`config.mk`:
```
export PLATFORM = sky130hd
export DESIGN_NAME = txi_chain
export DESIGN_NICKNAME = d
export VERILOG_FILES = /design/src/rtl/txi_pkg.sv /design/src/rtl/txi_rate_eq.sv /design/src/rtl/txi_dc_block.sv /design/src/rtl/txi_halfband_interp.sv /design/src/rtl/txi_chain.sv
export SDC_FILE = /design/constraint.sdc
export NUM_CORES = 1
export LEC_CHECK = 0
export ABC_AREA = 1
export BUFFER_PORTS_ARGS = -buffer_cell sky130_fd_sc_hd__buf_2
export CORE_ASPECT_RATIO = 0.9
export CORE_MARGIN = 2
export CORE_UTILIZATION = 30
export CTS_CLUSTER_DIAMETER = 150
export CTS_CLUSTER_SIZE = 10
export DETAILED_ROUTE_END_ITERATION = 8
export GPL_ROUTABILITY_DRIVEN = 0
export GPL_TIMING_DRIVEN = 0
export PLACE_DENSITY = 0.55
export SLEW_MARGIN = 20
export SYNTH_ARGS = -nofsm -noshare
export SYNTH_HDL_FRONTEND = slang
export SYNTH_SLANG_ARGS = --single-unit
```
`constraint.sdc`:
```
create_clock -name clk -period 5.6 [get_ports clk]
set_input_delay 0.56 -clock clk [delete_from_list [all_inputs] [get_ports clk]]
set_output_delay 0.56 -clock clk [all_outputs]
set_load 0.02 [all_outputs]
```
`src/rtl/txi_pkg.sv`:
```
package txi_pkg;
  // Output phase sequencer of the interpolator
  typedef enum logic [1:0] {
    PH_IDLE = 2'd0,
    PH_EVEN = 2'd1,
    PH_ODD  = 2'd2
  } txi_phase_e;
endpackage

```
`src/rtl/txi_rate_eq.sv`:
```
module txi_rate_eq #(
  parameter int W = 16
) (
  input  logic                clk,
  input  logic                rst_n,
  input  logic                rate_fast,
  input  logic                in_vld,
  input  logic signed [W-1:0] in_dat,
  output logic                st_vld,
  output logic signed [W-1:0] st_dat
);
  localparam int CW = 2;
  localparam logic [CW-1:0] COPY_GAP = CW'(2);

  logic [CW-1:0]       cnt_q, cnt_d;
  logic                vld_d;
  logic signed [W-1:0] dat_d;

  always_comb begin
    cnt_d = cnt_q;
    if (in_vld && !rate_fast) cnt_d = COPY_GAP;
    else if (cnt_q != '0)     cnt_d = cnt_q - CW'(1);
    // repeated copy issued when the gap counter expires
    vld_d = in_vld || (cnt_q == CW'(1));
    dat_d = in_vld ? in_dat : st_dat;
  end

  always_ff @(posedge clk or negedge rst_n) begin
    if (!rst_n) begin
      cnt_q  <= '0;
      st_vld <= 1'b0;
      st_dat <= '0;
    end else begin
      cnt_q  <= cnt_d;
      st_vld <= vld_d;
      st_dat <= dat_d;
    end
  end
endmodule

```
`src/rtl/txi_dc_block.sv`:
```
module txi_dc_block #(
  parameter int W  = 16,
  parameter int HW = 20,
  parameter int K  = 6
) (
  input  logic                 clk,
  input  logic                 rst_n,
  input  logic                 bypass,
  input  logic                 st_vld,
  input  logic signed [W-1:0]  st_dat,
  output logic                 hp_vld,
  output logic signed [HW-1:0] hp_dat
);
  logic signed [HW-1:0] x_ext, xp_ext, y_d, out_d;
  logic signed [W-1:0]  xp_q;
  logic signed [HW-1:0] yp_q;

  always_comb begin
    x_ext  = HW'(st_dat);
    xp_ext = HW'(xp_q);
    // pole at 1 - 2^-K realised as a shift-subtract
    y_d    = yp_q - (yp_q >>> K) + (x_ext - xp_ext);
    out_d  = bypass ? x_ext : y_d;
  end

  always_ff @(posedge clk or negedge rst_n) begin
    if (!rst_n) begin
      xp_q   <= '0;
      yp_q   <= '0;
      hp_vld <= 1'b0;
      hp_dat <= '0;
    end else begin
      hp_vld <= st_vld;
      if (st_vld) begin
        xp_q   <= st_dat;
        yp_q   <= y_d;
        hp_dat <= out_d;
      end
    end
  end
endmodule

```
`src/rtl/txi_halfband_interp.sv`:
```
module txi_halfband_interp
  import txi_pkg::*;
#(
  parameter int HW = 20,
  parameter int OW = 14,
  parameter int RS = 6
) (
  input  logic                 clk,
  input  logic                 rst_n,
  input  logic                 hp_vld,
  input  logic signed [HW-1:0] hp_dat,
  output logic                 out_vld,
  output logic signed [OW-1:0] out_dat
);
  localparam int NT = 4;
  localparam int SW = HW + 6;
  localparam logic signed [SW-1:0] HALF = SW'(2 ** (RS - 1));
  localparam logic signed [SW-1:0] OMAX = SW'((2 ** (OW - 1)) - 1);
  localparam logic signed [SW-1:0] OMIN = ~OMAX;

  logic signed [HW-1:0] tap_q [NT];
  txi_phase_e           ph_q, ph_d;
  logic signed [SW-1:0] pair_in, pair_out, even_s, odd_s, sel_s, rnd_s;
  logic signed [OW-1:0] sat_d;

  // delay line of the stream-rate samples
  for (genvar gi = 0; gi < NT; gi++) begin : g_tap
    always_ff @(posedge clk or negedge rst_n) begin
      if (!rst_n)      tap_q[gi] <= '0;
      else if (hp_vld) tap_q[gi] <= (gi == 0) ? hp_dat : tap_q[(gi == 0) ? 0 : gi - 1];
    end
  end

  always_comb begin
    pair_in  = SW'(tap_q[1]) + SW'(tap_q[2]);
    pair_out = SW'(tap_q[0]) + SW'(tap_q[3]);
    even_s   = (pair_in <<< 3) + pair_in - pair_out;   // 9*(v1+v2) - (v0+v3)
    odd_s    = SW'(tap_q[1]) <<< 4;                    // centre tap 16*v1
    sel_s    = (ph_q == PH_EVEN) ? even_s : odd_s;
    rnd_s    = (sel_s + HALF) >>> RS;
    if (rnd_s > OMAX)      sat_d = OMAX[OW-1:0];
    else if (rnd_s < OMIN) sat_d = OMIN[OW-1:0];
    else                   sat_d = rnd_s[OW-1:0];
    if (hp_vld)                ph_d = PH_EVEN;
    else if (ph_q == PH_EVEN)  ph_d = PH_ODD;
    else                       ph_d = PH_IDLE;
  end

  always_ff @(posedge clk or negedge rst_n) begin
    if (!rst_n) begin
      ph_q    <= PH_IDLE;
      out_vld <= 1'b0;
      out_dat <= '0;
    end else begin
      ph_q    <= ph_d;
      out_vld <= (ph_q != PH_IDLE);
      if (ph_q != PH_IDLE) out_dat <= sat_d;
    end
  end
endmodule

```
`src/rtl/txi_chain.sv`:
```
module txi_chain #(
  parameter int IN_W  = 16,
  parameter int OUT_W = 14,
  parameter int HP_W  = 20,
  parameter int HP_K  = 6
) (
  input  logic                    clk,
  input  logic                    rst_n,
  input  logic                    rate_fast,
  input  logic                    hp_bypass,
  input  logic                    in_vld,
  input  logic signed [IN_W-1:0]  in_dat,
  output logic                    out_vld,
  output logic signed [OUT_W-1:0] out_dat
);
  localparam int RND_SH = 4 + IN_W - OUT_W;

  logic                   st_vld, hp_vld;
  logic signed [IN_W-1:0] st_dat;
  logic signed [HP_W-1:0] hp_dat;

  txi_rate_eq #(.W(IN_W)) rate_eq_i (
    .clk(clk), .rst_n(rst_n), .rate_fast(rate_fast),
    .in_vld(in_vld), .in_dat(in_dat), .st_vld(st_vld), .st_dat(st_dat)
  );

  txi_dc_block #(.W(IN_W), .HW(HP_W), .K(HP_K)) dc_block_i (
    .clk(clk), .rst_n(rst_n), .bypass(hp_bypass),
    .st_vld(st_vld), .st_dat(st_dat), .hp_vld(hp_vld), .hp_dat(hp_dat)
  );

  txi_halfband_interp #(.HW(HP_W), .OW(OUT_W), .RS(RND_SH)) interp_i (
    .clk(clk), .rst_n(rst_n), .hp_vld(hp_vld), .hp_dat(hp_dat),
    .out_vld(out_vld), .out_dat(out_dat)
  );
endmodule

```
==> Yosys cells after proc, flatten, opt, wreduce, memory -nomap -nowiden <==
Cells that the tools add are included.
Widths: inputs -> output; s select.
{ "op_classes": {"addsub": 9, "multipliers": 0, "div_mod_pow": 0, "order_cmp": 2, "n_eq_ne": 2, "shifts": 0, "n_mux": 8, "bitwise": 0, "n_reduce_logical": 6} }
{ "op_table": {"columns": ["cell", "count"], "rows": [
  ["$add 20x20->21", 2],
  ["$mux 14", 2],
  ["$add 26x26->26", 1],
  ["$add 26x7->26 const B", 1],
  ["$mux 26", 1],
  ["$sub 26x26->26", 1],
  ["$add 20x20->20", 1],
  ["$gt 20x14->1 const B", 1],
  ["$lt 20x14->1 const B", 1],
  ["$mux 20", 1],
  ["$sub 20x14->20", 1],
  ["$sub 16x16->17", 1],
  ["$mux 2", 4],
  ["$reduce_bool 2->1", 3],
  ["$eq 2x1->1 const B", 2],
  ["$sub 2x1->2 const B", 1],
  ["$logic_and 1x1->1", 1],
  ["$logic_not 1->1", 1],
  ["$logic_or 1x1->1", 1]
]} }
{ "word_totals": {"regBits": 173, "latch_bits": 0, "mem_bits_rw": 0, "rom_bits": 0, "inputBits": 21, "wordCells": 41, "n_memories": 0} }

==> Depth between registers and ports, before layout <==
Gate-level depths: netlist of run 1.
{ "logic_depth": {"ltp_word": 8, "depth_mapped": 51, "ltp_nobuf": 50} }

==> By module <==
From an unflattened synthesis of run 1, not the netlist that was laid out.
{ "hier_totals": {"hier_cells": 1722, "area_unflattened_um2": 13128.8} }
{ "modules_own_cells": {"columns": ["mod", "n_inst", "cells_per_inst", "area_per_inst_um2"], "rows": [
  ["txi_halfband_interp", 1, 1066, 7928.9],
  ["txi_dc_block", 1, 572, 4428.0],
  ["txi_rate_eq", 1, 84, 772.0]
]} }

==> Least setup slack after synthesis of run 1 <==
Ideal clock, no wire load.
{ "synth_path": {"path_type": "register -> register", "from": "register interp_i.tap_q (netlist bit interp_i.odd_s[6])", "to": "register interp_i.out_dat[12]", "setup_ps": 117, "t_arrival_ps": 5091, "required_time_ps": 5483, "slack_ps": 392, "path_stages_with_launch": 37, "path_buffers": 1, "cell_sequence": "dfrtp_1 -> ha_1 -> a21o_1 -> nand2_1 -> nand2_1 -> nor2_1 -> o21ai_1 -> a21boi_0 -> o21ai_1 -> a21boi_0 -> o21ai_1 -> a21boi_0 -> xor2_1 -> inv_1 -> fa_1 -> inv_1 -> ha_1 -> nand2_1 -> inv_1 -> nand2_1 -> nand2_1 -> a21oi_1 -> nand3_1 -> nand2_1 -> inv_2 -> o21ai_1 -> nand3_1 -> nand2_1 -> nand3_1 -> nor2_4 -> xor2_2 -> inv_2 -> o21ai_4 -> buf_6 -> nand2_1 -> nand2_1 -> nand2_1"} }
{ "synth_between": {"elab_chain_len": 8, "word_cells_on_any_way": 9} }
{ "synth_rtl": {"columns": ["item", "line_no", "text"], "rows": [
  ["start, declared", "txi_halfband_interp.sv:21", "logic signed [HW-1:0] tap_q [NT];"],
  ["start signal, assigned by index", "txi_halfband_interp.sv:30", "else if (hp_vld) tap_q[gi] <= (gi == 0) ? hp_dat : tap_q[(gi == 0) ? 0 : gi - 1];"],
  ["$add 20x20->21", "txi_halfband_interp.sv:35", "pair_in = SW'(tap_q[1]) + SW'(tap_q[2]);"],
  ["$add 26x26->26", "txi_halfband_interp.sv:37", "even_s = (pair_in <<< 3) + pair_in - pair_out;"],
  ["$sub 26x26->26", "txi_halfband_interp.sv:37", null],
  ["$mux 26 *", "txi_halfband_interp.sv:39", "sel_s = (ph_q == PH_EVEN) ? even_s : odd_s;"],
  ["$add 26x7->26 *", "txi_halfband_interp.sv:40", "rnd_s = (sel_s + HALF) >>> RS;"],
  ["$lt 20x14->1", "txi_halfband_interp.sv:42", "else if (rnd_s < OMIN) sat_d = OMIN[OW-1:0];"],
  ["$mux 14", "txi_halfband_interp.sv:42", null],
  ["$mux 14 *", "txi_halfband_interp.sv:41", "if (rnd_s > OMAX) sat_d = OMAX[OW-1:0];"],
  ["end signal, assigned", "txi_halfband_interp.sv:57", "if (ph_q != PH_IDLE) out_dat <= sat_d;"],
  ["end, declared", "txi_halfband_interp.sv:13", "output logic signed [OW-1:0] out_dat"]
]} }
Every way passes the cells marked *; elsewhere a longest branch is shown, timed or not.
A chain may end at the register's enable or synchronous reset.

==> Final worst setup path of run 1 <==
{ "layout_path": {"from": "register interp_i.tap_q[60] (netlist bit)", "to": "register interp_i.out_dat[2]"} }
{ "layout_between": {"elab_chain_len": 7, "word_cells_on_any_way": 8} }
{ "layout_rtl": {"columns": ["item", "line_no", "text"], "rows": [
  ["$add 20x20->21 *", "txi_halfband_interp.sv:36", "pair_out = SW'(tap_q[0]) + SW'(tap_q[3]);"],
  ["$sub 26x26->26 *", "txi_halfband_interp.sv:37", null],
  ["$mux 26 *", "txi_halfband_interp.sv:39", null],
  ["$add 26x7->26 *", "txi_halfband_interp.sv:40", null],
  ["$lt 20x14->1", "txi_halfband_interp.sv:42", null],
  ["$mux 14", "txi_halfband_interp.sv:42", null],
  ["$mux 14 *", "txi_halfband_interp.sv:41", null]
]} }
Marked as above.

==> results of run 1 <==
-- registers in the layout, summed over array words and instances (netlist names), 2 cells and up --
name               flops
dc_block_i.xp_q       16
interp_i.tap_q        60
rate_eq_i.st_dat      16
interp_i.out_dat      14
dc_block_i.yp_q       20
dc_block_i.hp_dat     20
rate_eq_i.cnt_q        2
interp_i.odd_s        20
interp_i.ph_q          2
-- layout by cell type, fill, tap and decap left out, drive strengths merged, types with 4 or more instances in the layout --
| cell type | netlist | layout |
|---|---|---|
| clkbuf | 36 | 58 |
| nor2 | 111 | 111 |
| nand3 | 68 | 68 |
| nand2 | 505 | 505 |
| a21oi | 134 | 134 |
| dfrtp | 173 | 173 |
| o21bai | 8 | 8 |
| nor3 | 18 | 18 |
| a21o | 6 | 6 |
| buf | 7 | 75 |
| mux2 | 10 | 10 |
| o211ai | 16 | 16 |
| nand4 | 18 | 18 |
| o31ai | 6 | 6 |
| o21ai | 124 | 124 |
| a22oi | 5 | 5 |
| ha | 110 | 110 |
| a21boi | 8 | 8 |
| a31oi | 8 | 8 |
| xor2 | 55 | 55 |
| nor3b | 4 | 4 |
| fa | 37 | 37 |
| xnor2 | 29 | 29 |
| clkinv | 2 | 6 |
| inv | 298 | 301 |
-- path summary, 6_finish.rpt --
path	end	slack [ps]	cells past startpoint
min	dc_block_i.xp_q[14]	120	1
min in group clk	rate_eq_i.st_dat[9]	300	3
min reg2reg	interp_i.ph_q[0]	390	0
max reg2reg	interp_i.out_dat[2]	100	46
max in group asynchronous	interp_i.tap_q[60]	4570	2
max	interp_i.out_dat[2]	100	46
-- metrics by stage --
stage / setup TNS [ps] / cells / instance area [µm²] / utilization [%]
finish: 0 / 2512 / 15800 / 35.7
global route: -4280 / 2512 / 15800 / 35.7
CTS: 0 / 2490 / 15300 / 34.5
detailed placement: -8230 / 2447 / 14500 / 32.6
global placement: -8390 / 2446 / 14400 / 32.6
floorplan: 0 / 1812 / 13500 / -
-- synthesized netlist by cell type (all sizes together) --
cell type  count  share of area [%]
o2111ai        1              0.065
clkinv         2              0.056
or2            3               0.14
xor2          55                3.6
a41oi          1              0.065
clkbuf        36                1.0
fa            37                5.5
buf            7               0.37
a21oi        134                5.0
a21boi         8               0.47
nand2        505                 14
nor3b          4               0.22
a22oi          5               0.28
dfrtp        173                 32
nor3          18               0.67
o31ai          6               0.33
nand2b         1              0.046
nor4           2              0.093
inv          298                8.3
nor2         111                3.5
a211oi         2               0.11
o221ai         1              0.065
o21bai         8               0.44
nand3         68                2.7
o211ai        16               0.89
xnor2         29                1.9
nand3b         3               0.17
nand4         18               0.88
mux2          10               0.83
o21a           1              0.056
o21ai        124                4.7
a31o           1              0.065
a21o           6               0.33
a31oi          8               0.37
ha           110                 10
-- final cells by class --
class	count	share of cell area (%)
Timing Repair Buffer	68	2.95
Clock buffer	22	2.93
Multi-Input combinational cell	1296	53.2
Inverter	300	7.12
Buffer	43	1.17
Sequential cell	173	27.4
Tap cell	600	4.74
Clock inverter	10	0.514
-- cell families after synthesis --
family | Yosys count | share of synthesized area, %
multiplexers | 10 | 0.834
XOR/XNOR | 84 | 5.51
buffers and inverters | 343 | 9.71
AND/OR/NAND/NOR | 733 | 22.9
adder cells (fa/ha/maj) | 147 | 15.7
flip-flops | 173 | 32.1
AO/OA/AOI/OAI | 322 | 13.3
-- critical path, delay by kind of cell (launching register included) --
family / cells / cell delay (ps)
AOI/OAI and AO/OA: 3 / 460
xor gates and xnor gates: 1 / 200
adders and majority gates: 4 / 1200
buffers and inverters: 5 / 410
DFF: 1 / 440
and+or+nand+nor: 33 / 2610
-- per-layer routing --
layer  vias to the layer above  share of wire [%]  track usage, %
li1                       5958                  -               -
met1                      5547                 47            21.4
met2                       190                 48            27.9
met3                        49                2.6            2.23
met4                         0                2.6            5.98
met5                         -                  0               0
-- timing repair --
action                                 CTS  global route
cloned                                   1             1
endpoints found under the hold margin    0             0
resized for setup                       50           108
buffers inserted                        10            21
pin swaps                               14            65
setup endpoints to repair               14            14
==> flow_summary.json, run 1 <==
{
  "grt_start_max_net_pins": 91,
  "post_drt_wl_per_cell_um": 14.7,
  "clkTransAtPathRegs_ps": 70,
  "vias": 11700,
  "combined_area_of_the_multi_input_logic_cells_um2": 8420,
  "startpoint": "interp_i.tap_q[60]",
  "synth_seq_cells": 173,
  "final_max_slew_viol_count": 0,
  "worstSkewPairLatency_ps": 460,
  "finalCriticalPeriod_ps": 5500,
  "setup_viol_count_final": 0,
  "numCtsBuffers": 17,
  "grt_antenna_before_repair": 0,
  "grtUsageTotal_pct": 16.5,
  "final-seq-area_um2": 4330,
  "antenna_left": 0,
  "skew_ps": 10.3,
  "worst_setup_path_end_kind": "flip-flop",
  "first_iter_violations": 661,
  "layout_cell_share_with_drive_strength_beyond_1_pct": 15.3,
  "final.hold.worst_slack_ps": 116,
  "buffer_ports.inserted": 34,
  "timing.fmax_mhz": 182,
  "rsz0062_at_grt": "yes",
  "hold_viol_final": 0,
  "slowest_stage": "sky130_fd_sc_hd__dfrtp_2",
  "tritoncts": "yes",
  "maxCapViolCount": 0,
  "htreeDepth": 4,
  "floorplan.rows": 73,
  "post-route-period-util_pct": 98.3,
  "synth_seq_area_share_pct": 32.1,
  "placeableCoreArea_um2": 44300,
  "post_cts_hold_buffer_count": 0,
  "die_area_um2": 46700,
  "drc": 0,
  "slew-limit-headroom_pct": 43.1,
  "overflow": 0,
  "die-width_um": 228,
  "first_pass_iters": 5,
  "tightestPinTransition_ps": 853,
  "number_of_fillers_in_the_final_layout": 4665,
  "worst-path-max-fanout": 6,
  "clock_sink_count": 173,
  "viasPerCell": 4.68,
  "dpl.hpwl_um": 29500,
  "crit_arrival_ps": 5850,
  "pre_cts_ws_ps": -663,
  "area_growth_pct": 17.2,
  "initial_cell_density_of_the_core_pct": 30.5,
  "fp.dieH_um": 205,
  "wirelength_um": 37000,
  "wire_length_of_the_first_global_routing_pass_um": 60200,
  "critical_path_class": "reg -> reg",
  "clockBufferDepth": 2,
  "synth.distinct_cells": 51,
  "reg2reg_from": "interp_i.tap_q[60]",
  "diodes": 0,
  "critical_path.max_stage_delay_ps": 440,
  "finalWorstSetupSlack_ps": 96.0,
  "number_of_global_route_vias_before_repair": 11800,
  "timing.critical_path.from_type": "flip-flop",
  "num-nets-final": 2067,
  "syn_avg_cell_area_um2": 7.45,
  "root_buffer": "sky130_fd_sc_hd__clkbuf_16",
  "pin_count": 36,
  "outcome": "finished clean",
  "synth-warning-count": 0,
  "required_ps": 5940,
  "synthesis.area_um2": 13500,
  "synth_nets": 1980,
  "gate_count_after_technology_mapping": 1812,
  "min_path_type": "in -> async"
}
Power of run 1 is not shown: default switching activity piles up to over one toggle a cycle in this logic, so the estimate is an artifact.
==> run 2, diff against run 1 <==
Settings changed: MAX_ROUTING_LAYER set to met4.
==> run 2 against run 1 <==
Net effect:
- die area did not move
- cell area about the same
- count of clock-buffer cells in the layout is the same
- fmax is 0.44% lower
- hold slack worse by 1.7 ps
- non-clock buffer count decreased by 1
- first-iteration DRC count down 2.6%
- register-to-register slack worse by 20 ps
- setup slack got worse by 25 ps
- sequential share of layout area about the same
- global-route usage up 0.49 points
- via count up 0.68%
- critical endpoint unchanged
==> flow_summary.json, run 2 (synthesis results as in run 1) <==
{
  "area_growth_pct": 17.2,
  "hold_viol_final": 0,
  "clockBufferDepth": 2,
  "largest_register_ffs": 60,
  "post-route-period-util_pct": 98.7,
  "slew-limit-headroom_pct": 40.8,
  "post_drt_wl_per_cell_um": 14.7,
  "diodes": 0,
  "grt_start_max_net_pins": 91,
  "outcome": "finished clean",
  "finish.utilization_pct": 35.7,
  "timing.critical_path.from_type": "flip-flop",
  "pin_count": 36,
  "floorplan.rows": 73,
  "layout_commonest_cell": "sky130_fd_sc_hd__nand2_1",
  "buffer_ports.inserted": 34,
  "grtUsageTotal_pct": 17.0,
  "finalWorstSetupSlack_ps": 71.4,
  "clock_sink_count": 173,
  "final_max_slew_viol_count": 0,
  "overflow": 0,
  "final_cell_area_um2": 15800,
  "finalCriticalPeriod_ps": 5530,
  "htreeDepth": 4,
  "post_cts_hold_buffer_count": 0,
  "drc": 0,
  "placed_cell_area_um2": 14500,
  "slowest_stage": "sky130_fd_sc_hd__dfrtp_2",
  "rsz0062_at_grt": "yes",
  "first_iter_violations": 644,
  "timing.fmax_mhz": 181,
  "viasPerCell": 4.71,
  "skew_ps": 12.5,
  "vias": 11800,
  "placeableCoreArea_um2": 44300,
  "num-nets-final": 2066,
  "pre_cts_ws_ps": -663,
  "tritoncts": "yes",
  "clkTransAtPathRegs_ps": 70,
  "reg2reg_slack_ps": 70,
  "grt_antenna_before_repair": 0,
  "critical_path.max_stage_delay_ps": 450,
  "dpl.hpwl_um": 29500,
  "critical_path_class": "reg -> reg",
  "min_path_type": "in -> async",
  "registers.top_by_ff_count": "interp_i.tap_q",
  "root_buffer": "sky130_fd_sc_hd__clkbuf_16",
  "worst_setup_path_end_kind": "flip-flop",
  "mostFrequentLayoutCells": "sky130_fd_sc_hd__nand2_1 (430), sky130_fd_sc_hd__inv_1 (284), sky130_fd_sc_hd__dfrtp_1 (172), sky130_fd_sc_hd__a21oi_1 (125), sky130_fd_sc_hd__o21ai_0 (109)",
  "tightestPinTransition_ps": 888,
  "antenna_left": 0,
  "worst-path-max-fanout": 6,
  "layout_cell_share_with_drive_strength_beyond_1_pct": 15.3,
  "die_area_um2": 46700,
  "die-width_um": 228,
  "setup_viol_count_final": 0,
  "wire_length_of_the_first_global_routing_pass_um": 60200,
  "number_of_global_route_vias_before_repair": 11800,
  "initial_cell_density_of_the_core_pct": 30.5,
  "wirelength_um": 36900,
  "required_ps": 5940,
  "numCtsBuffers": 17,
  "crit_arrival_ps": 5870,
  "fp.dieH_um": 205,
  "worstSkewPairLatency_ps": 460,
  "first_pass_iters": 5,
  "maxCapViolCount": 0,
  "tns_setup_ps": 0
}
==> run 2: metal layers <==
| layer | GRT usage, % | part of all wire (%) |
|---|---|---|
| met1 | 21.6 | 46 |
| met2 | 27.9 | 48 |
| met3 | 2.20 | 3.2 |
| met4 | 5.91 | 2.6 |
| met5 | - | 0 |
==> run 2: area by class of cell <==
type | count | area (µm²)
multi-input combinational | 1296 | 8420
fill | 4666 | 28500
sequential | 173 | 4330
buffer | 43 | 185
timing repair buffer | 67 | 459
clock buffer | 22 | 464
inverter | 300 | 1130
clock inverter | 10 | 81.3
tap | 600 | 751
==> run 2: stage by stage <==
stage                     cells  hold slack, ps
after CTS                  2490             126
after floorplan            1812             264
after global placement     2446             365
final                      2511             114
after detailed placement   2447             371
after global routing       2511             158
==> run 2: path summary, 6_finish.rpt <==
check                              startpoint             endpoint  cells after the start
setup / recovery           interp_i.tap_q[60]  interp_i.out_dat[2]                     46
hold / removal                          rst_n  dc_block_i.xp_q[14]                      1
setup reg to reg           interp_i.tap_q[60]  interp_i.out_dat[2]                     46
hold reg to reg             dc_block_i.hp_vld     interp_i.ph_q[0]                      0
max in group asynchronous               rst_n   interp_i.tap_q[60]                      2
min in group clk                    in_dat[9]  rate_eq_i.st_dat[9]                      3
==> run 2: critical path, delay by kind of cell, from the launching register on <==
kind            cells  cell delay, ps
compound gates      3             460
fa+ha+maj           4            1200
simple gates       33            2640
buf+inv             5             420
flops               1             450
xor+xnor            1             200
==> run 2: repair_timing <==
item | 4_1_cts | 5_1_grt
gates resized for setup | 50 | 109
hold endpoints to repair | 0 | 0
gates cloned | 1 | 1
endpoints found under the setup margin | 14 | 14
pin swaps | 14 | 65
buffers inserted | 10 | 20
Power of run 2 is left out for the same reason.
